<file path="config.mk">
export PLATFORM = sky130hd
export DESIGN_NAME = link_stat_mon
export DESIGN_NICKNAME = d
export VERILOG_FILES = /design/src/rtl/lsm_pkg.sv /design/src/rtl/lsm_timer.sv /design/src/rtl/lsm_judge.sv /design/src/rtl/lsm_seq.sv /design/src/rtl/link_stat_mon.sv
export SDC_FILE = /design/constraint.sdc
export NUM_CORES = 1
export LEC_CHECK = 0
export CAP_MARGIN = 25
export CORE_ASPECT_RATIO = 1.4
export CORE_MARGIN = 3
export CORE_UTILIZATION = 44
export DETAILED_ROUTE_END_ITERATION = 8
export PLACE_DENSITY = 0.79
export SETUP_SLACK_MARGIN = 0.4
export SLEW_MARGIN = 40
export SYNTH_ARGS = -nofsm -noshare
export SYNTH_HDL_FRONTEND = slang
export SYNTH_HIERARCHICAL = 1
export SYNTH_SLANG_ARGS = --single-unit
</file>
<file path="constraint.sdc">
create_clock -name clk -period 1.9 [get_ports clk]
set_input_delay 0.285 -clock clk [delete_from_list [all_inputs] [get_ports clk]]
set_output_delay 0.285 -clock clk [all_outputs]
set_load 0.005 [all_outputs]
</file>
<file path="src/rtl/lsm_pkg.sv">
package lsm_pkg;
    typedef enum logic [2:0] {
        ST_IDLE, ST_ADDR_REQ, ST_ADDR_WAIT, ST_READ_REQ, ST_READ_WAIT, ST_EVAL, ST_FINISH
    } lsm_state_e;

    typedef enum logic [1:0] {
        LB_NONE = 2'd0, LB_MAC = 2'd1, LB_PCS = 2'd2, LB_EWRAP = 2'd3
    } lsm_lb_e;

    localparam int NSRC = 3;

    // Source 0: receive signal, 1: block lock, 2: lane alignment
    function automatic logic [4:0] src_devad(input logic [1:0] i);
        unique case (i)
            2'd0:    return 5'd1;
            2'd1:    return 5'd3;
            default: return 5'd4;
        endcase
    endfunction

    function automatic logic [15:0] src_reg(input logic [1:0] i);
        unique case (i)
            2'd0:    return 16'h000A;
            2'd1:    return 16'h0020;
            default: return 16'h0018;
        endcase
    endfunction

    function automatic logic [3:0] src_bit(input logic [1:0] i);
        unique case (i)
            2'd0:    return 4'd0;
            2'd1:    return 4'd0;
            default: return 4'd12;
        endcase
    endfunction
endpackage

</file>
<file path="src/rtl/lsm_timer.sv">
module lsm_timer #(
    parameter int TIMEOUT_MS = 3000
) (
    input  logic clk,
    input  logic rst_n,
    input  logic clear,
    input  logic run,
    input  logic ms_tick,
    output logic expired
);
    localparam int CW = $clog2(TIMEOUT_MS + 1);
    localparam logic [CW-1:0] LIMIT = CW'(TIMEOUT_MS);

    logic [CW-1:0] cnt;

    always_ff @(posedge clk) begin
        if (!rst_n || clear) begin
            cnt <= '0;
        end else if (run && ms_tick && (cnt < LIMIT)) begin
            cnt <= cnt + 1'b1;
        end
    end

    assign expired = (cnt >= LIMIT);
endmodule

</file>
<file path="src/rtl/lsm_judge.sv">
module lsm_judge
    import lsm_pkg::*;
(
    input  lsm_lb_e    mode,
    input  logic [2:0] bits,
    output logic       link_ok
);
    logic sig, lock, align;
    assign sig   = bits[0];
    assign lock  = bits[1];
    assign align = bits[2];

    always_comb begin
        unique case (mode)
            LB_NONE:         link_ok = sig && lock && align;
            LB_MAC, LB_PCS:  link_ok = align;
            LB_EWRAP:        link_ok = sig && lock;
            default:         link_ok = 1'b0;
        endcase
    end
endmodule

</file>
<file path="src/rtl/lsm_seq.sv">
module lsm_seq
    import lsm_pkg::*;
(
    input  logic        clk,
    input  logic        rst_n,
    input  logic        start,
    input  logic [4:0]  prtad_in,
    input  lsm_lb_e     mode_in,
    input  logic        link_ok,
    input  logic        expired,
    output lsm_lb_e     mode_q,
    output logic [2:0]  bits_q,
    output logic        run_clear,
    output logic        busy,
    output logic        done,
    output logic        link_up,
    output logic        req_valid,
    input  logic        req_ready,
    output logic        req_op,
    output logic [4:0]  req_prtad,
    output logic [4:0]  req_devad,
    output logic [15:0] req_data,
    input  logic        rsp_valid,
    input  logic [15:0] rsp_data
);
    lsm_state_e state, nxt;
    logic [1:0] idx;
    logic [4:0] prt_q;
    logic       result;
    logic       last_src;

    assign last_src  = (idx == 2'(NSRC - 1));
    assign run_clear = (state == ST_IDLE) && start;

    always_comb begin
        nxt = state;
        unique case (state)
            ST_IDLE:      if (start)     nxt = ST_ADDR_REQ;
            ST_ADDR_REQ:  if (req_ready) nxt = ST_ADDR_WAIT;
            ST_ADDR_WAIT: if (rsp_valid) nxt = ST_READ_REQ;
            ST_READ_REQ:  if (req_ready) nxt = ST_READ_WAIT;
            ST_READ_WAIT: if (rsp_valid) nxt = last_src ? ST_EVAL : ST_ADDR_REQ;
            ST_EVAL:      nxt = (link_ok || expired) ? ST_FINISH : ST_ADDR_REQ;
            ST_FINISH:    nxt = ST_IDLE;
            default:      nxt = ST_IDLE;
        endcase
    end

    always_ff @(posedge clk) begin
        if (!rst_n) begin
            state  <= ST_IDLE;
            idx    <= '0;
            bits_q <= '0;
            prt_q  <= '0;
            mode_q <= LB_NONE;
            result <= 1'b0;
        end else begin
            state <= nxt;
            if (run_clear) begin
                idx    <= '0;
                bits_q <= '0;
                prt_q  <= prtad_in;
                mode_q <= mode_in;
                result <= 1'b0;
            end
            if (state == ST_READ_WAIT && rsp_valid) begin
                bits_q[idx] <= rsp_data[src_bit(idx)];
                idx         <= last_src ? 2'd0 : idx + 2'd1;
            end
            if (state == ST_EVAL) begin
                result <= link_ok;
            end
        end
    end

    always_comb begin
        busy      = (state != ST_IDLE);
        done      = (state == ST_FINISH);
        link_up   = result;
        req_valid = (state == ST_ADDR_REQ) || (state == ST_READ_REQ);
        req_op    = (state == ST_READ_REQ);
        req_prtad = prt_q;
        req_devad = src_devad(idx);
        req_data  = (state == ST_ADDR_REQ) ? src_reg(idx) : 16'h0000;
    end
endmodule

</file>
<file path="src/rtl/link_stat_mon.sv">
module link_stat_mon
    import lsm_pkg::*;
#(
    parameter int PORT_W     = 3,
    parameter int TIMEOUT_MS = 3000,
    parameter int BASE_LO    = 8,
    parameter int BASE_HI    = 16
) (
    input  logic              clk,
    input  logic              rst_n,
    input  logic              start,
    input  logic [PORT_W-1:0] port_num,
    input  logic              plat_sel,
    input  logic [1:0]        lb_mode,
    input  logic              ms_tick,
    output logic              busy,
    output logic              done,
    output logic              link_up,
    output logic              req_valid,
    input  logic              req_ready,
    output logic              req_op,
    output logic [4:0]        req_prtad,
    output logic [4:0]        req_devad,
    output logic [15:0]       req_data,
    input  logic              rsp_valid,
    input  logic [15:0]       rsp_data
);
    logic [4:0] prt_base;
    logic [4:0] prtad_calc;
    lsm_lb_e    mode_q;
    logic [2:0] bits_q;
    logic       link_ok;
    logic       tmr_expired;
    logic       run_clear;

    assign prt_base   = plat_sel ? 5'(BASE_HI) : 5'(BASE_LO);
    assign prtad_calc = prt_base + 5'(port_num);

    lsm_seq u_seq (
        .clk, .rst_n, .start,
        .prtad_in (prtad_calc),
        .mode_in  (lsm_lb_e'(lb_mode)),
        .link_ok, .expired(tmr_expired),
        .mode_q, .bits_q, .run_clear,
        .busy, .done, .link_up,
        .req_valid, .req_ready, .req_op, .req_prtad, .req_devad, .req_data,
        .rsp_valid, .rsp_data
    );

    lsm_judge u_judge (
        .mode    (mode_q),
        .bits    (bits_q),
        .link_ok (link_ok)
    );

    lsm_timer #(.TIMEOUT_MS(TIMEOUT_MS)) u_timer (
        .clk, .rst_n,
        .clear   (run_clear),
        .run     (busy),
        .ms_tick,
        .expired (tmr_expired)
    );
endmodule

</file>
== Yosys cells after proc, flatten, opt, wreduce, memory -nomap -nowiden ==
Cells that the tools add are included.
Storage, ports and cells
  output and inout port bits: 31
  word-level logic and storage cells: 80
  memory bits (writable): 0
  register bits: 28
  memories kept: 0
  memory bits (read-only): 0
  latch bits: 0
Operators by class
  reductions and logical operators: 20
  bitwise logic cells: 0
  div/mod/pow operators: 0
  equality and inequality tests: 16
  multiply operators: 0
  muxes and demuxes: 29
  add/sub/neg operators: 3
  shift operators: 0
  order comparisons: 5
Operators with widths (number)
  $mux 3: 10
  $pmux 3 s6: 1
  $add 12x1->12 const B: 1
  $ge 12x12->1 const B: 1
  $lt 12x12->1 const B: 1
  $mux 4: 3
  $pmux 6 s2: 1
  $ne 2x2->1 const B: 5
  $eq 3x3->1 const B: 3
  $logic_and 1x1->1: 7
  $eq 2x2->1 const B: 3
  $eq 3x2->1 const B: 2
  $mux 2: 3
  $mux 6: 1
  $pmux 3 s2: 1
  $add 5x3->5: 1
  $lt 4x5->1 const B: 1
  $mux 5: 1
  $reduce_and 5->1: 1
  $bmux 1 s4: 1
  $eq 2x1->1 const B: 2
  $logic_not 2->1: 2
  $mux 1: 4
  $reduce_bool 2->1: 2
  12 further kinds: 15

== Logic depth before layout (Yosys ltp) ==
Gate-level depths: netlist (run 1).
  depth after elaboration: 9
  mapped depth: 7

== Hierarchy ==
The synthesis (run 1) kept the hierarchy.
By module, submodules not included
  lsm_seq: cells an instance 111, area each 915.9 sq um, times used 1
  lsm_timer: cells an instance 70, area each 639.4 sq um, times used 1
  lsm_judge: cells an instance 8, area each 56.3 sq um, times used 1
  link_stat_mon: cells an instance 1, area each 3.8 sq um, times used 1

== Worst setup path before layout (run 1) ==
Ideal clock, no wire load.
  path type: register -> register
  start point: register u_seq.state[2]
  end point: register u_timer.cnt[9]
  data arrival time: 1.689 ns
  path slack: 0.141 ns
  clock period less this slack: 1.759 ns
  cell stages (with the launch flop): 7
  data required time: 1.830 ns
  cells stage by stage: dfxtp_1 > clkbuf_1 > or3_1 > and2_1 > o211ai_2 > or4_1 > a21oi_1
On the way
  longest elaborated chain between the ends: 3
  elaborated cells between the ends (all ways): 6
  those cells by class: 6 x reduce/logical
Ends and longest elaborated chain
  start, declared: line lsm_seq.sv:26  | lsm_state_e state, nxt;
  start signal, assigned: line lsm_seq.sv:58  | state <= nxt;
  $reduce_bool 3->1: line lsm_seq.sv:77  | busy = (state != ST_IDLE);
  named net busy: line link_stat_mon.sv:16  | output logic busy,
  $logic_and 1x1->1 (2 in series): line lsm_timer.sv:19  | end else if (run && ms_tick && (cnt < LIMIT)) begin
  end signal, assigned: line lsm_timer.sv:20  | cnt <= cnt + 1'b1;
  end, declared: line lsm_timer.sv:14  | logic [CW-1:0] cnt;
The timed path passes the listed nets, and every way through them passes these cells.
A chain may end at the register's enable or synchronous reset.

== Worst setup path after layout (run 1) ==
  start point: register u_seq.state[0]
  end point: register u_timer.cnt[1]
On the way
  longest elaborated chain between the ends: 3
  elaborated cells between the ends (all ways): 6
  those cells by class: 6 x reduce/logical
Ends and longest elaborated chain
  $logic_not 3->1: line lsm_seq.sv:33  | assign run_clear = (state == ST_IDLE) && start;
  $logic_and 1x1->1: line lsm_seq.sv:33
  named net run_clear: line link_stat_mon.sv:34  | logic run_clear;
  $logic_or 1x1->1: line lsm_timer.sv:17  | if (!rst_n || clear) begin
The timed path passes the listed nets, and every way through them passes these cells.

==> results.sh, run 1 <==
export IMPL_synth_most_common_cell="dfxtp_1"
export IMPL_slew_violations=0
export IMPL_critPathKind="reg2reg"
export IMPL_grt_total_usage=0.1697
export IMPL_switching_share=0.2493
export IMPL_yosys_area_top_type_share=0.3470
export IMPL_peakVddDrop_uv=635.7
export IMPL_async_flop_share=0
export IMPL_rsz0062_at_grt="true"
export IMPL_p_comb_frac=0.212
export IMPL_crit_required_ps=2080
export IMPL_p_per_area_nw_per_um2=595.4
export IMPL_clock_sinks=28
export IMPL_r2r_setup_slack_ps=310
export IMPL_hp_class="reg2reg"
export IMPL_numPortBuffers=30
export IMPL_overflow=0
export IMPL_routed_wl_mm=4.057
export IMPL_cts_clk_slew_worst_paths_ps=100
export IMPL_skew_ps=3.930
export IMPL_dieArea_um2=4444
export IMPL_area_delta_synth_final_pct=45.00
export IMPL_yosysTopAreaCell="dfxtp_1"
export IMPL_syn_avg_cell_area_um2=8.502
export IMPL_clock_path_buffers=2
export IMPL_drc=0
export IMPL_routed_via_count=1464
export IMPL_synth_distinct_cells=43
export IMPL_setup_viol=0
export IMPL_cp_common_cell="buf_6"
export IMPL_crit_fanout=6
export IMPL_slowest_delay_ps=580
export IMPL_ctsHoldBuffers=0
export IMPL_ys_top_cells_by_count="dfxtp_1 (28), nand2_1 (23), buf_4 (15)"
export IMPL_fin_crit_sh=0.8390
export IMPL_tns_ps=0
export IMPL_finalNetCount=273
export IMPL_fillerInstances=256
export IMPL_start_kind="register"
export IMPL_grt_pass1_wl_mm=6.037
export IMPL_initial_core_util=0.4695
export IMPL_cts_tree="yes"
export IMPL_power_switching_w=0.0003477
export IMPL_io_pins=59
export IMPL_viasPerCell=5.229
export IMPL_antenna_cells=0
export IMPL_worstSkewPairLatency_ps=280
export IMPL_clkPwrFrac=0.344
export IMPL_placed_area_um2=1946
export IMPL_ys_seq_elements=28
export IMPL_yosysWarnings=6
export IMPL_core_um2=3441
export IMPL_intPower_w=0.001047
export IMPL_period_needed_ps=1594
export IMPL_worstSetupEndpointType="register"
export IMPL_max_cap_viol_count=0
export IMPL_seqPwrFrac=0.444
export IMPL_dieWidth_um=57.21
export IMPL_cpLargestDelayFamily="simple AND/OR/NAND/NOR gates"
export IMPL_antenna_found_initial=0
export IMPL_drt_iter0_drc=39
export IMPL_final_cell_area_um2=2342
export IMPL_seq_area_frac_synth=0.3470
export IMPL_grt_max_degree=17
export IMPL_htree_levels=1
export IMPL_hpwl_mm=2.521
export IMPL_synthTopCellsByArea="dfxtp_1 (35%), buf_4 (7.0%), nand2_1 (5.3%)"
export IMPL_synth_edf_count=0
export IMPL_report_final_hold_viol_count=0
export IMPL_cts_buffers=3
export IMPL_netlist_area_um2=1615
export IMPL_synth_main_ff_cell="dfxtp_1"
export IMPL_clock_root_buffer="clkbuf_8"
export IMPL_leakage_nw=0.9613
export IMPL_grt_pass1_vias=1346
export IMPL_fmax_mhz=627.3
export IMPL_synthCells=190
export IMPL_placementRows=25
export IMPL_worst_path_max_delay_cell="or4b_4"
export IMPL_arrival_ps=1770
export IMPL_drive_gt1_frac=0.3833
export IMPL_ant_nets=0
export IMPL_drtPass1Iterations=4
export IMPL_outcome="finished, final reports clean"
export IMPL_wl_per_cell_um=14.49
export IMPL_critical_path_buf_inv_count=3
export IMPL_crit_chain="buf_6 -> or4b_4 -> clkinv_4 -> or2b_1 -> buf_6 -> nor2_1"
export IMPL_dieHeight_um=77.69
export IMPL_finalWeightedCongestion=0.7890
[flip-flops by register name, summed over array words and instances, names as in the netlist]
register,flops
u_seq/mode_q,2
u_seq/link_up,1
u_timer/cnt,12
u_seq/idx,2
u_seq/req_prtad,5
u_seq/bits_q,3
u_seq/state,3
[metrics by stage]
stage	std cells	power, W	setup WS (ps)	hold WS (ps)	utilization
final	280	0.001395	306.0	464.6	0.6807
after global routing	280	0.001455	246.8	495.6	0.6807
after CTS	274	0.001348	321.9	472.3	0.6316
after detailed placement	260	0.0008506	85.42	454.6	0.5655
after global placement	260	0.0008474	141.0	447.4	0.5655
after floorplan	203	0.0007828	410.9	419.8	-
[what timing repair did]
| item | in CTS | in global routing |
|---|---|---|
| pin swaps | 6 | 11 |
| gates resized for setup | 50 | 57 |
| endpoints found under the setup margin | 37 | 34 |
| buffers inserted | 10 | 6 |
[power by group through the flow]
stage,clock (W),combinational (W),sequential [W]
3_3_place_gp,0,0.000217,0.000630
3_5_place_dp,0,0.000220,0.000630
5_1_grt,0.000515,0.000319,0.000621
6_report,0.000480,0.000296,0.000619
4_1_cts,0.000482,0.000249,0.000617
2_1_floorplan,0,0.000156,0.000626
[layout make-up]
class	instances	area (µm²)	area share
multi-input combinational	142	1084	0.4626
clock buffer	3	41.29	0.01763
tap	40	50.05	0.02137
inverter	10	45.04	0.01923
sequential	28	583.1	0.2489
timing repair buffer	56	509.2	0.2174
clock inverter	1	30.03	0.01282
[final timing paths]
check                                  start                              end  cells after the start
max              u_seq/state[0]$_SDFFE_PN0P_      u_timer/cnt[1]$_SDFFE_PP0P_                      6
max reg2reg      u_seq/state[0]$_SDFFE_PN0P_      u_timer/cnt[1]$_SDFFE_PP0P_                      6
min          u_seq/req_prtad[2]$_SDFFE_PN0P_  u_seq/req_prtad[2]$_SDFFE_PN0P_                      2
min reg2reg  u_seq/req_prtad[2]$_SDFFE_PN0P_  u_seq/req_prtad[2]$_SDFFE_PN0P_                      2
[cells by family after synthesis]
kind of cell / after synthesis / share of synthesized area
flip-flops: 28 / 0.3470
adder cells (fa/ha/maj): 4 / 0.03098
multiplexers: 7 / 0.04338
buffers and inverters: 33 / 0.1278
AND/OR/NAND/NOR: 75 / 0.2393
XOR/XNOR: 4 / 0.02169
other: 1 / 0.002322
AO/OA/AOI/OAI: 38 / 0.1875
[worst min-delay path, cell delays in order (launching register included)]
cell and delay [ps]:
dfxtp_1 320, nand2_1 50, a21boi_1 50
[cell usage in the layout, fill, tap and decap left out, types with 4 or more instances in the layout]
| cell | netlist | final |
|---|---|---|
| dfxtp_1 | 28 | 16 |
| o21a_1 | 4 | 4 |
| nand2_1 | 23 | 21 |
| buf_6 | 2 | 11 |
| buf_4 | 15 | 16 |
| conb_1 | 1 | 14 |
| mux2i_1 | 7 | 7 |
| clkbuf_2 | 0 | 4 |
| clkdlybuf4s50_1 | 0 | 19 |
| a21oi_1 | 8 | 5 |
| inv_1 | 9 | 5 |
| nor2_1 | 12 | 5 |
| a21boi_1 | 3 | 6 |
| nand3_1 | 8 | 8 |
| dfxtp_2 | 0 | 9 |
| nor2_2 | 0 | 6 |
[metal layers]
metal  track usage  vias up  share of wire
li1              -      731              -
met1        0.1926      684           0.39
met2        0.3124       42           0.54
met3       0.02329        7          0.044
met4       0.06265        0          0.017
met5             0        -              0
No activity file was read; power rests on OpenSTA's default activity.
==> run 2: changes to the inputs <==
- CORE_UTILIZATION: 44 -> 40
- PLACE_DENSITY: 0.79 -> 0.76
- clock period: 1.9 -> 1.35 ns (I/O delays scaled with it)
==> results.sh, run 2 (same netlist as run 1, synthesis figures left out) <==
export IMPL_p_per_area_nw_per_um2=671.1
export IMPL_numPortBuffers=30
export IMPL_hpwl_mm=3.021
export IMPL_finalNetCount=316
export IMPL_grt_total_usage=0.1983
export IMPL_grt_max_degree=16
export IMPL_critical_path_buf_inv_count=1
export IMPL_dp_slack_ps=-338.6
export IMPL_worst_path_max_delay_cell="or3_4"
export IMPL_hold_end="u_seq/req_prtad[4]$_SDFFE_PN0P_"
export IMPL_final_common_cell="buf_4"
export IMPL_seqPwrFrac=0.455
export IMPL_clock_sinks=28
export IMPL_cts_tree="yes"
export IMPL_initial_core_util=0.4281
export IMPL_largest_reg_flops=12
export IMPL_peakVddDrop_uv=549.1
export IMPL_outcome="finished, violations left"
export IMPL_period_needed_ps=1602
export IMPL_placementRows=26
export IMPL_fmax_mhz=624.2
export IMPL_power_switching_w=0.0005017
export IMPL_antenna_found_initial=0
export IMPL_cts_clk_slew_worst_paths_ps=90
export IMPL_finalWeightedCongestion=0.7849
export IMPL_dieHeight_um=81.19
export IMPL_final_cell_mix="buf_4 (46), buf_6 (27), nand2_1 (17), dfxtp_2 (15), conb_1 (14)"
export IMPL_drt_iter0_drc=59
export IMPL_dieWidth_um=59.71
export IMPL_min_from="u_seq/req_prtad[4]$_SDFFE_PN0P_"
export IMPL_hold_depth=2
export IMPL_worstReg2RegEnd="u_timer/cnt[1]$_SDFFE_PP0P_"
export IMPL_ff2ff_path_depth=6
export IMPL_report_final_hold_viol_count=0
export IMPL_grt_pass1_wl_mm=7.445
export IMPL_clock_root_buffer="clkbuf_8"
export IMPL_crit_chain="or3_4 -> and2_4 -> o211ai_4 -> buf_6 -> mux2i_1 -> nor2_1"
export IMPL_htree_levels=1
export IMPL_viasPerCell=5.188
export IMPL_critPathKind="reg2reg"
export IMPL_worstSetupEndpointType="register"
export IMPL_worstSetupStartpoint="u_seq/state[1]$_SDFFE_PN0P_"
export IMPL_area_delta_synth_final_pct=76.07
export IMPL_dieArea_um2=4847
export IMPL_routed_wl_mm=5.055
export IMPL_drtPass1Iterations=4
export IMPL_slowest_delay_ps=390
export IMPL_cts_buffers=3
export IMPL_slew_violations=0
export IMPL_r2r_start="u_seq/state[1]$_SDFFE_PN0P_"
export IMPL_leakage_nw=1.224
export IMPL_crit_fanout=6
export IMPL_final_cell_area_um2=2844
export IMPL_io_pins=59
export IMPL_skew_ps=4.765
export IMPL_ant_nets=0
export IMPL_drc=0
export IMPL_violations="negative setup slack"
export IMPL_fin_crit_sh=1.187
export IMPL_antenna_cells=0
export IMPL_crit_required_ps=1520
export IMPL_grt_pass1_vias=1689
export IMPL_worstSkewPairLatency_ps=270
export IMPL_start_kind="register"
export IMPL_arrival_ps=1770
export IMPL_hp_class="reg2reg"
export IMPL_rsz0062_at_grt="true"
export IMPL_switching_share=0.2628
export IMPL_intPower_w=0.001407
export IMPL_fin_ws_ps=-252.0
export IMPL_drive_gt1_frac=0.6078
export IMPL_core_um2=3774
export IMPL_clkPwrFrac=0.270
export IMPL_placed_area_um2=2247
export IMPL_r2r_setup_slack_ps=-250
export IMPL_cpLargestDelayFamily="simple AND/OR/NAND/NOR gates"
export IMPL_regMostFlops="u_timer/cnt"
export IMPL_routed_via_count=1686
export IMPL_wl_per_cell_um=15.55
export IMPL_p_comb_frac=0.275
export IMPL_max_cap_viol_count=0
export IMPL_clock_path_buffers=2
export IMPL_setup_viol=34
export IMPL_overflow=0
## run 2: metal layers
| layer | wire length [µm] | vias up | GRT usage |
|---|---|---|---|
| met4 | 99 | 0 | 0.05765 |
| met2 | 2917 | 53 | 0.3918 |
| met1 | 1836 | 806 | 0.2072 |
| met3 | 201 | 11 | 0.02703 |
| met5 | 0 | - | 0 |
| li1 | - | 816 | - |
## run 2: how the worst max path moves through the flow
stage	slack, ps	cells past startpoint	endpoint
6_report	-250	6	u_timer/cnt[1]$_SDFFE_PP0P_
5_1_grt	-300	6	u_timer/cnt[1]$_SDFFE_PP0P_
4_1_cts	-230	5	u_timer/cnt[10]$_SDFFE_PP0P_
3_5_place_dp	-340	6	u_seq/mode_q[1]$_SDFFE_PN0P_
3_3_place_gp	-310	6	u_timer/cnt[8]$_SDFFE_PP0P_
2_1_floorplan	-120	7	u_timer/cnt[10]$_SDFFE_PP0P_
## run 2: tightest hold or removal path, cell delays in order, from the launching register on
cell	delay [ps]
dfxtp_2	330
nand2_1	50
a21boi_1	50
## run 2: layout make-up
cell class | count | area (µm²)
fill | 264 | 929.6
sequential | 28 | 594.3
clock buffer | 4 | 55.05
inverter | 10 | 45.04
multi-input combinational | 142 | 1202
tap | 42 | 52.55
timing repair buffer | 99 | 894.6
## run 2: what timing repair did
item	in CTS	in global routing
hold buffers	0	0
cloned	1	1
resized for setup	133	48
pin swaps	23	21
setup endpoints to repair	45	40
setup buffers	17	6
## run 2: per-stage QoR
stage                     setup TNS [ps]  std cells  hold WS [ps]  power [W]    util
final                              -5278        325         456.5   0.001909  0.7536
after detailed placement           -8840        296         446.0   0.001246  0.5955
after global routing               -6614        325         469.8   0.001995  0.7536
after global placement             -8162        296         445.9   0.001243  0.5955
after CTS                          -4948        318         452.6   0.001832  0.6820
after floorplan                    -2053        203         329.8   0.001109       -
## run 2: power by group through the flow
stage | clock (W) | sequential [W] | combinational (W)
2_1_floorplan | 0 | 0.000882 | 0.000227
3_3_place_gp | 0 | 0.000885 | 0.000357
3_5_place_dp | 0 | 0.000887 | 0.000359
4_1_cts | 0.000534 | 0.000865 | 0.000433
5_1_grt | 0.000562 | 0.000870 | 0.000564
6_report | 0.000516 | 0.000868 | 0.000525
==> run 3: changes to the inputs <==
- CTS_CLUSTER_SIZE: not set -> 16
==> results of run 3 <==
Same layout as run 2: the final DEF is identical, and so are final timing and power.
